### config.mk
export PLATFORM = sky130hd
export DESIGN_NAME = crit_req_buffer
export DESIGN_NICKNAME = d
export VERILOG_FILES = /design/src/rtl/crit_req_buffer.sv
export SDC_FILE = /design/constraint.sdc
export NUM_CORES = 1
export LEC_CHECK = 0
export ABC_CLOCK_PERIOD_IN_PS = 7300
export BUFFER_PORTS_ARGS = -buffer_cell sky130_fd_sc_hd__buf_2
export CAP_MARGIN = 10
export CORE_UTILIZATION = 24
export DETAILED_ROUTE_END_ITERATION = 10
export PLACE_DENSITY_LB_ADDON = 0.08
export SLEW_MARGIN = 20
export SYNTH_ARGS = -nofsm -noshare
export SYNTH_HDL_FRONTEND = slang
export SYNTH_SLANG_ARGS = --single-unit
### constraint.sdc
create_clock -name clk -period 7.3 [get_ports clk]
set_clock_uncertainty 0.15 [all_clocks]
set_input_delay 2.19 -clock clk [delete_from_list [all_inputs] [get_ports clk]]
set_output_delay 2.19 -clock clk [all_outputs]
set_load 0.005 [all_outputs]
### src/rtl/crit_req_buffer.sv
module crit_req_buffer #(
  parameter int NCORE     = 4,
  parameter int LOCK_W    = 16,
  parameter int PC_W      = 16,
  parameter int SP_W      = 16,
  parameter int CTR_SEL_W = 3,
  parameter int CTR_W     = 4,
  parameter int THRESH    = 8,
  localparam int CORE_W   = (NCORE > 1) ? $clog2(NCORE) : 1
)(
  input  logic              clk,
  input  logic              rst_n,
  input  logic              req_valid,
  output logic              req_ready,
  input  logic [LOCK_W-1:0] req_lock,
  input  logic [PC_W-1:0]   req_pc,
  input  logic [SP_W-1:0]   req_sp,
  input  logic [CORE_W-1:0] req_core,
  output logic              acc_valid,
  input  logic              acc_ready,
  output logic [LOCK_W-1:0] acc_lock,
  output logic [PC_W-1:0]   acc_pc,
  output logic [SP_W-1:0]   acc_sp,
  output logic [CORE_W-1:0] acc_core,
  input  logic              acc_done,
  output logic [NCORE-1:0]  rsp_done,
  output logic [NCORE-1:0]  rsp_local
);
  localparam int NCTR  = 1 << CTR_SEL_W;
  localparam int CMAX  = (1 << CTR_W) - 1;
  localparam int CNT_W = $clog2(NCORE + 1);

  logic [LOCK_W-1:0] q_lock [NCORE];
  logic [PC_W-1:0]   q_pc   [NCORE];
  logic [SP_W-1:0]   q_sp   [NCORE];
  logic [CORE_W-1:0] q_core [NCORE];
  logic [CTR_W-1:0]  ctr    [NCTR];

  logic [CORE_W-1:0] rd_ptr, wr_ptr, cur_core;
  logic [CNT_W-1:0]  count;
  logic              busy;
  logic              pop, hit, push, mark_local, same_ahead, any_ahead;
  logic [CTR_SEL_W-1:0] ctr_sel;

  function automatic logic [CORE_W-1:0] wrap_inc(input logic [CORE_W-1:0] p);
    return (int'(p) == NCORE - 1) ? '0 : p + 1'b1;
  endfunction

  assign acc_valid  = (count != '0) && !busy;
  assign pop        = acc_valid && acc_ready;
  assign req_ready  = (int'(count) < NCORE) || pop;
  assign hit        = req_valid && req_ready;
  assign ctr_sel    = req_lock[CTR_SEL_W-1:0];
  assign mark_local = int'(ctr[ctr_sel]) >= THRESH;
  assign push       = hit && !mark_local;

  assign acc_lock = q_lock[rd_ptr];
  assign acc_pc   = q_pc[rd_ptr];
  assign acc_sp   = q_sp[rd_ptr];
  assign acc_core = q_core[rd_ptr];

  assign rsp_done  = (busy && acc_done) ? (NCORE'(1) << cur_core) : '0;
  assign rsp_local = (hit && mark_local) ? (NCORE'(1) << req_core) : '0;

  always_comb begin
    same_ahead = 1'b0;
    any_ahead  = 1'b0;
    for (int k = 0; k < NCORE; k++) begin
      int pos;
      pos = int'(rd_ptr) + k;
      if (pos >= NCORE) pos = pos - NCORE;
      if (k < int'(count) && !(pop && k == 0)) begin
        any_ahead = 1'b1;
        if (q_lock[CORE_W'(pos)] == req_lock) same_ahead = 1'b1;
      end
    end
  end

  always_ff @(posedge clk) begin
    if (!rst_n) begin
      rd_ptr   <= '0;
      wr_ptr   <= '0;
      count    <= '0;
      busy     <= 1'b0;
      cur_core <= '0;
    end else begin
      if (push) begin
        q_lock[wr_ptr] <= req_lock;
        q_pc[wr_ptr]   <= req_pc;
        q_sp[wr_ptr]   <= req_sp;
        q_core[wr_ptr] <= req_core;
        wr_ptr         <= wrap_inc(wr_ptr);
      end
      if (pop) begin
        rd_ptr   <= wrap_inc(rd_ptr);
        busy     <= 1'b1;
        cur_core <= q_core[rd_ptr];
      end else if (acc_done) begin
        busy <= 1'b0;
      end
      count <= count + CNT_W'(push) - CNT_W'(pop);
    end
  end

  always_ff @(posedge clk) begin
    if (!rst_n) begin
      for (int i = 0; i < NCTR; i++) ctr[i] <= '0;
    end else if (push) begin
      if (same_ahead) begin
        if (ctr[ctr_sel] != '0) ctr[ctr_sel] <= ctr[ctr_sel] - 1'b1;
      end else if (any_ahead) begin
        if (int'(ctr[ctr_sel]) < CMAX) ctr[ctr_sel] <= ctr[ctr_sel] + 1'b1;
      end
    end
  end


  count_cap_chk: assert property (@(posedge clk) disable iff (!rst_n)
    int'(count) <= NCORE);

  single_service_chk: assert property (@(posedge clk) disable iff (!rst_n)
    (acc_valid && acc_ready) |=> !acc_valid);

  done_onehot_chk: assert property (@(posedge clk) disable iff (!rst_n)
    $onehot0(rsp_done));

  done_needs_ack_chk: assert property (@(posedge clk) disable iff (!rst_n)
    (rsp_done != '0) |-> acc_done);

  local_not_queued_chk: assert property (@(posedge clk) disable iff (!rst_n)
    (rsp_local != '0 && !pop) |=> $stable(count));

  local_onehot_chk: assert property (@(posedge clk) disable iff (!rst_n)
    $onehot0(rsp_local));
endmodule

==> results.txt, run 1 <==
The number of warnings reported in the yosys synthesis log is 0, and the worst reg-to-reg path cell count is 15. The logs give 29 for the number of buffers created by CTS and 0.01168 mm2 for the netlist area before placement. Via count: 6,666. Clock latency of the later-clocked register in the worst-skew pair: 560 ps. The filler cells instantiated in the layout total 4,777. In this run, synthesis inferred 232 flip-flops with an integrated enable. Entering global routing, the biggest net connects 42 pins. In the routed design, unresolved DRC markers number 0. The clock net in this run drives a total of 244 sinks. Worst max-slew margin expressed relative to the limit: 0.3353.

The detail route stage leaves a number of antenna-violating nets equal to 0. Counting tap cells, the placed design contains a total of 1,388 instances. The register bit total from synthesis came out at 244.

Cell type with the largest total area after synthesis: sky130_fd_sc_hd__edfxtp_1. Setup violations remaining at the end of the flow were counted as 0. For the pin with the worst max-slew slack, the measured transition is 990.0 ps. 115 I/O pins were placed. The number of placement rows was 80. TritonCTS built the clock tree. Summed over all nets, the switching power comes to 1.191 mW.

During placement, the flow inserted port buffers numbering 114. The run gives 0.1272 as the total routing resource utilization after global routing. The worst setup path is captured at an output pin. Static timing analysis puts the maximum clock frequency at 165.5 MHz. The combinational group share of total power is 0.239. The worst setup path is of the in -> out kind. The number of distinct library cells after synthesis is 54. The net count of the finished layout is 872. The tools report the detailed-router iteration count before antenna repair as 5. Compared with the post-synthesis result, the final layout area differs by 19.64%. In the synthesized netlist, the cells that appear most often are sky130_fd_sc_hd__edfxtp_1 (232), sky130_fd_sc_hd__mux4_2 (83), sky130_fd_sc_hd__mux2i_1 (46).

In this run the power density over the cells is 301.8 mW/mm2. The tools report the synthesized netlist cell count as 685. The total congestion overflow after global routing was 0. The placed instances occupy a cell area of 0.01297 mm2. The net switching share of the total power came out at 0.2826. Via count of the first global-routing pass: 7,400. The core region is 0.04785 mm2. The die extent in y is 222.6 um, and the cell area after layout is 0.01397 mm2. The worst-case IR drop observed on VDD is 0.1967 mV. The first global-routing pass estimated 47,390 um of wire. The logs give 323 for the detailed router's first-iteration violation count and 3700 ps for the worst path arrival time. The flow ran to the end, and the final reports show no timing, DRC or antenna violations. The tools report the number of H-tree levels as 1.

The routed design has 31,220 um of wire. The tools report the start point of the worst min-delay path as cur_core[1]. The worst register-to-register path begins at rd_ptr[0]. Summed over all cells, the static leakage comes to 4.545 nW. In this run the worst hold path is classified as reg -> reg. In this run the clock root is driven by a sky130_fd_sc_hd__clkbuf_16. The die is 222.6 um wide. The endpoint of the worst register-to-register path is ctr[4][3]. Dividing the detail-routed wire length by the instance count gives 21.67 um. The initial antenna violation count is 5. Post-cts hold buffer count: 0.

The fraction of the core area covered by cells at the end of the flow came out at 0.2920. Setup repair after global routing left no endpoint under its margin. The run gives 3 as the largest buffer count on any clock path. 0 antenna diodes ended up in the layout. After clock tree synthesis, the repair step resized 0 gates. The endpoint required time on the critical path came out at 4960 ps.

The sequential area share after synthesis came out at 0.6172. For hold timing, the worst endpoint is cur_core[1]. In the routed layout, each cell is associated on average with a via count of 4.626. For the effective utilization at floorplan, the log shows 0.2440. The routed design could run at a clock period as short as 6042 ps. The overall die area is 0.04954 mm2. Summed over all failing endpoints, the final setup total negative slack is 0 ps.

The completed layout was analyzed and its total power is 4.217 mW. The tools report the internal portion of total power as 3.025 mW. Once detailed placement completed, the half-perimeter wirelength came to 20,280 um.

In this run the worst path has a maximum fanout of 6. The clock-pin slew of the registers on the worst-case setup and hold paths is 60 ps, and the final max-slew violation count is 0. The fraction of layout instances using a drive strength above 1 works out to 0.3341. For the clock network power share, the log shows 0.356.

The nature of the critical path startpoint was a primary input. In the post-synthesis netlist, the biggest area contributors are sky130_fd_sc_hd__edfxtp_1 (60%), sky130_fd_sc_hd__mux4_2 (16%), sky130_fd_sc_hd__mux2i_1 (3.9%). The most used flip-flop cell after synthesis is sky130_fd_sc_hd__edfxtp_1.

The share of synthesized registers carrying an async set or reset is 0. The most common cell in the synthesized netlist is sky130_fd_sc_hd__edfxtp_1. The post-synthesis average cell area was 17.05 um2; the post-synthesis net count was 753. The sequential power share was 0.405; the hold violation total from the final report was 0. The max capacitance violation total was 0; the post-CTS repair timing setup buffer count was 0.

The number of instances on the worst hold path was 2. The logs give 0.7546 for the weighted congestion reported at the end of routability-driven placement and 1,441 for the count of placed standard cells in the final layout, fillers left out. Final worst-path cycle share: 0.8277. The share of the synthesized area in the top cell type is 0.5967. Across all register-to-register paths, the minimum setup slack is 1980 ps.
==> worst max path at each step <==
stage	from	cells after the start	slack, ps	to
finish	req_lock[0]	7	1260	rsp_local[3]
global route	req_lock[0]	7	1210	rsp_local[3]
CTS	req_lock[0]	7	1250	rsp_local[3]
detailed placement	req_lock[0]	15	930	ctr[4][3]
global placement	req_lock[0]	15	1000	ctr[1][3]
floorplan	req_lock[0]	15	1480	ctr[0][3]
==> cell type report <==
cell class,instances,area (um2),area share
repair buffers,132,768.2,0.05499
clock buffers,31,733.2,0.05249
flip-flops and latches,244,7216,0.5165
clock inverters,22,260.3,0.01863
multi-input cells,386,4182,0.2993
well taps,615,769.5,0.05508
inverters,11,41.29,0.002956
==> cells by family after synthesis <==
logic type      Yosys count  share of synthesized area
compound gates           45                    0.02529
xor+xnor                 60                    0.04501
simple gates            133                    0.06398
buf+inv                  55                    0.02508
flops                   244                     0.6172
mux                     135                     0.2082
fa+ha+maj                13                    0.01522
==> metal layers <==
| metal | part of all wire | global-route usage | up-vias | wire length (um) |
|---|---|---|---|---|
| li1 | - | - | 2987 | - |
| met1 | 0.44 | 0.1633 | 3476 | 13620 |
| met2 | 0.48 | 0.2130 | 149 | 15100 |
| met3 | 0.061 | 0.03266 | 44 | 1899 |
| met4 | 0.017 | 0.03115 | 10 | 546 |
| met5 | 0.0020 | 0 | - | 62 |
==> cells in the final DEF (no fill, tap or decap), types with 7 or more instances in the layout <==
cell and n:
sky130_fd_sc_hd__xnor2_1 15, sky130_fd_sc_hd__nor3b_1 11, sky130_fd_sc_hd__mux4_2 83, sky130_fd_sc_hd__a21oi_1 8, sky130_fd_sc_hd__xor2_1 45, sky130_fd_sc_hd__nor2_1 24, sky130_fd_sc_hd__edfxtp_1 232, sky130_fd_sc_hd__clkbuf_16 29
sky130_fd_sc_hd__dfxtp_1 9, sky130_fd_sc_hd__clkinv_1 7, sky130_fd_sc_hd__inv_1 11, sky130_fd_sc_hd__ha_1 11, sky130_fd_sc_hd__nor4_1 12, sky130_fd_sc_hd__buf_4 13, sky130_fd_sc_hd__buf_2 114, sky130_fd_sc_hd__mux2i_1 46
sky130_fd_sc_hd__nor3_1 23, sky130_fd_sc_hd__o21ai_0 9, sky130_fd_sc_hd__nor2b_1 11, sky130_fd_sc_hd__nand2_1 14
==> flip-flops by register name, indices dropped and copies added, names as in the netlist, named ones only <==
name      cells
rd_ptr        2
count         3
q_core        8
busy          1
q_sp         64
wr_ptr        2
ctr          32
cur_core      2
q_lock       64
q_pc         64
==> stage by stage <==
step,setup slack [ps],hold slack [ps]
2_1_floorplan,1481,372.7
3_3_place_gp,1004,390.1
3_5_place_dp,925.6,403.8
4_1_cts,1248,414.0
5_1_grt,1209,442.7
6_report,1258,409.8
==> worst max-delay path, cell delays in order <==
cell	delay (ps)
sky130_fd_sc_hd__buf_2	150
sky130_fd_sc_hd__mux4_2	500
sky130_fd_sc_hd__mux2i_1	280
sky130_fd_sc_hd__buf_4	210
sky130_fd_sc_hd__nor2_1	60
sky130_fd_sc_hd__and3_1	170
sky130_fd_sc_hd__buf_2	120
==> power by group through the flow <==
| stage | logic, mW | registers, mW | clock network (mW) |
|---|---|---|---|
| after floorplan | 0.745 | 1.65 | 0 |
| after global placement | 1.03 | 1.74 | 0 |
| after detailed placement | 1.03 | 1.74 | 0 |
| after CTS | 1.04 | 1.71 | 1.55 |
| after global routing | 1.11 | 1.72 | 1.60 |
| final | 1.01 | 1.71 | 1.50 |
Note: power is estimated with default switching activity, not from simulation.
==> run 2, diff against run 1 <==
- ABC_CLOCK_PERIOD_IN_PS: 7300 -> 5230
- clock period: 7.3 -> 5.23 ns (I/O delays scaled with it)
==> results.txt, run 2 (synthesis results as in run 1) <==
The floorplan step defined a core boundary enclosing 0.04785 mm2. TritonCTS created 28 clock buffers. The hold violation total from the final report is 0.

Wires add up to 31,260 um. The count of nets left with antenna violations once routing finished came out at 0. The tools report the total routing resource utilization after global routing as 0.1281.

The worst setup path is captured at an output pin. Largest buffer count on any clock path: 3. The fraction of met1 tracks used by global routing is 0.1644, and the met3 track utilization from global routing is 0.03068.

At the pin with the least slew margin, the transition time is 707.1 ps. Summed over all layers, the global routing overflow is 0. The run gives 1 as the number of H-tree levels.

The number of placed instances, taps included, is 1,409. The fraction of the core area covered by cells at the end of the flow is 0.2930. The clock-pin slew of the registers on the worst-case setup and hold paths was 60 ps.

For the worst-skew pair, the clock arrives at the later sink with an insertion delay of 550 ps. Dividing total power by cell area gives a power density of 409.7 mW/mm2. In this run the static leakage power is 4.603 nW. The die extent in y was 222.6 um; the number of placement rows was 80. The worst setup path is launched from a primary input. Critical setup path kind: in -> out. On the final layout, the worst hold slack is 414.0 ps. Net count of the finished layout: 892.

The tools report the number of placed I/O pins as 115. The HPWL after detailed placement is 20,760 um. The largest registers in the layout are q_lock x64, q_pc x64, q_sp x64. For the via count of the first global-routing pass, the log shows 7,430. TritonCTS built the clock tree. Along the worst hold path, the cell count comes to 2.

The fraction of layout instances using a drive strength above 1 came out at 0.3519. The tool flagged a number of max-cap violations equal to 0. The wire length of the first global-routing pass was 47,510 um. At the worst endpoint, the required time is 3510 ps.

The detailed router's first-iteration violation count was 437; the die outline width was 222.6 um. Post-CTS timing repair inserted 0 buffers for setup. The average wire length per cell after detail routing was 21.42 um; the setup TNS was 0 ps. The worst path needs 4750 ps of the cycle, external delays included.

The tools report the worst max-slew margin expressed relative to the limit as 0.5250. Count of placed standard cells in the final layout, fillers left out: 1,459. The setup check on the worst reg-to-reg path leaves a slack of 570 ps. The final worst-path cycle share works out to 0.9082. For the effective utilization at floorplan, the log shows 0.2440.

The logs give 0 for the post-cts hold buffer count and 3 for the initial antenna violation count. The die covers 0.04954 mm2. For this block, the via count after detailed routing is 6,756. The run finished with clean final reports.

Root buffer selected by CTS: sky130_fd_sc_hd__clkbuf_16. The final-report setup violation count was 0. The DRC violation count after routing was 0. The tightest min-delay check is of the reg -> reg type. Count of instances resized after the clock tree is built: 0. Source of the worst register-to-register timing path: rd_ptr[0].

The start point of the worst min-delay path is rd_ptr[0]. The top fanout value on the critical path is 5. The worst register-to-register path ends at ctr[3][3]. The weighted congestion reported at the end of routability-driven placement is 0.7807. Entering global routing, the biggest net connects 49 pins. The first detailed-routing pass ran for 4 iterations.

The area taken by flip-flops and latches was 0.007213 mm2; the number of diodes was 0. Derived from the worst setup path, the maximum achievable clock frequency is 210.5 MHz. The library cells used most frequently in the layout, excluding fill and tap cells, are sky130_fd_sc_hd__edfxtp_1 (232), sky130_fd_sc_hd__buf_2 (114), sky130_fd_sc_hd__mux4_2 (83), sky130_fd_sc_hd__mux2i_1 (46), sky130_fd_sc_hd__xor2_1 (45).

The count of buffers from port buffering came out at 114. The routing layer with the top usage in global route was met2. IR analysis of the VDD net gives a maximum drop of 0.2080 mV. The layout has 4,831 filler cells. For the final max-slew violation count, the log shows 0.

Using the TritonRoute via totals, the vias-per-cell ratio works out to 4.631. The clock drives 244 sinks. Leaving out fill and tap cells, the most frequent cell in the layout is sky130_fd_sc_hd__edfxtp_1. The run gives 0.2161 as the global-route met2 utilization. The worst register-to-register path has a depth of 16. Summing all multi-input logic gate instances after layout gives 0.004182 mm2.

Post-synthesis to final-layout area growth: 20.06%. Setup repair after global routing left no endpoint under its margin. The worst path arrival time came out at 3030 ps.
run 2: cell types whose count changed in the layout (fill, tap and decap cells not counted), moves of 2 or more:
cell	delta
sky130_fd_sc_hd__bufinv_16	-3
sky130_fd_sc_hd__clkinv_1	-3
sky130_fd_sc_hd__buf_12	-3
sky130_fd_sc_hd__buf_4	+24
sky130_fd_sc_hd__clkinv_2	-2
sky130_fd_sc_hd__clkinv_4	+4
run 2: cell type report:
type	count	share of cell area
multi-input combinational	386	0.2983
clock buffer	31	0.05230
timing repair buffer	153	0.06337
tap	615	0.05489
sequential	244	0.5146
inverter	11	0.002945
clock inverter	19	0.01366
run 2: power by group:
group	internal, mW	switching [mW]
registers	2.23	0.0900
logic	0.710	0.773
clock network	1.16	0.784
run 2: routing by layer:
metal  vias up  wire length [um]
met4         4               565
met2       153             15320
li1       3047                 -
met5         -                25
met1      3505             13370
met3        47              1979
run 2: worst max-delay path by stage:
stage,start,to,slack [ps]
after floorplan,req_lock[0],ctr[0][3],30
after global placement,req_lock[0],ctr[3][3],80
after detailed placement,req_lock[0],ctr[3][3],110
after CTS,req_lock[0],rsp_local[3],430
after global routing,rd_ptr[0],ctr[5][3],330
final,req_lock[0],rsp_local[3],480
run 2: worst max-delay path: stages:
cell,delay [ps]
sky130_fd_sc_hd__buf_2,150
sky130_fd_sc_hd__mux4_2,500
sky130_fd_sc_hd__mux2i_1,240
sky130_fd_sc_hd__buf_4,210
sky130_fd_sc_hd__nor2_1,60
sky130_fd_sc_hd__and3_1,180
sky130_fd_sc_hd__buf_2,120
run 2: stage by stage:
stage	total power, mW	worst slack, ps	cell area [um2]
floorplan	3.339	32.48	11680
global placement	3.888	80.96	13090
detailed placement	3.888	111.8	13090
CTS	5.874	433.3	14020
global route	6.051	334.9	14020
finish	5.744	480.3	14020
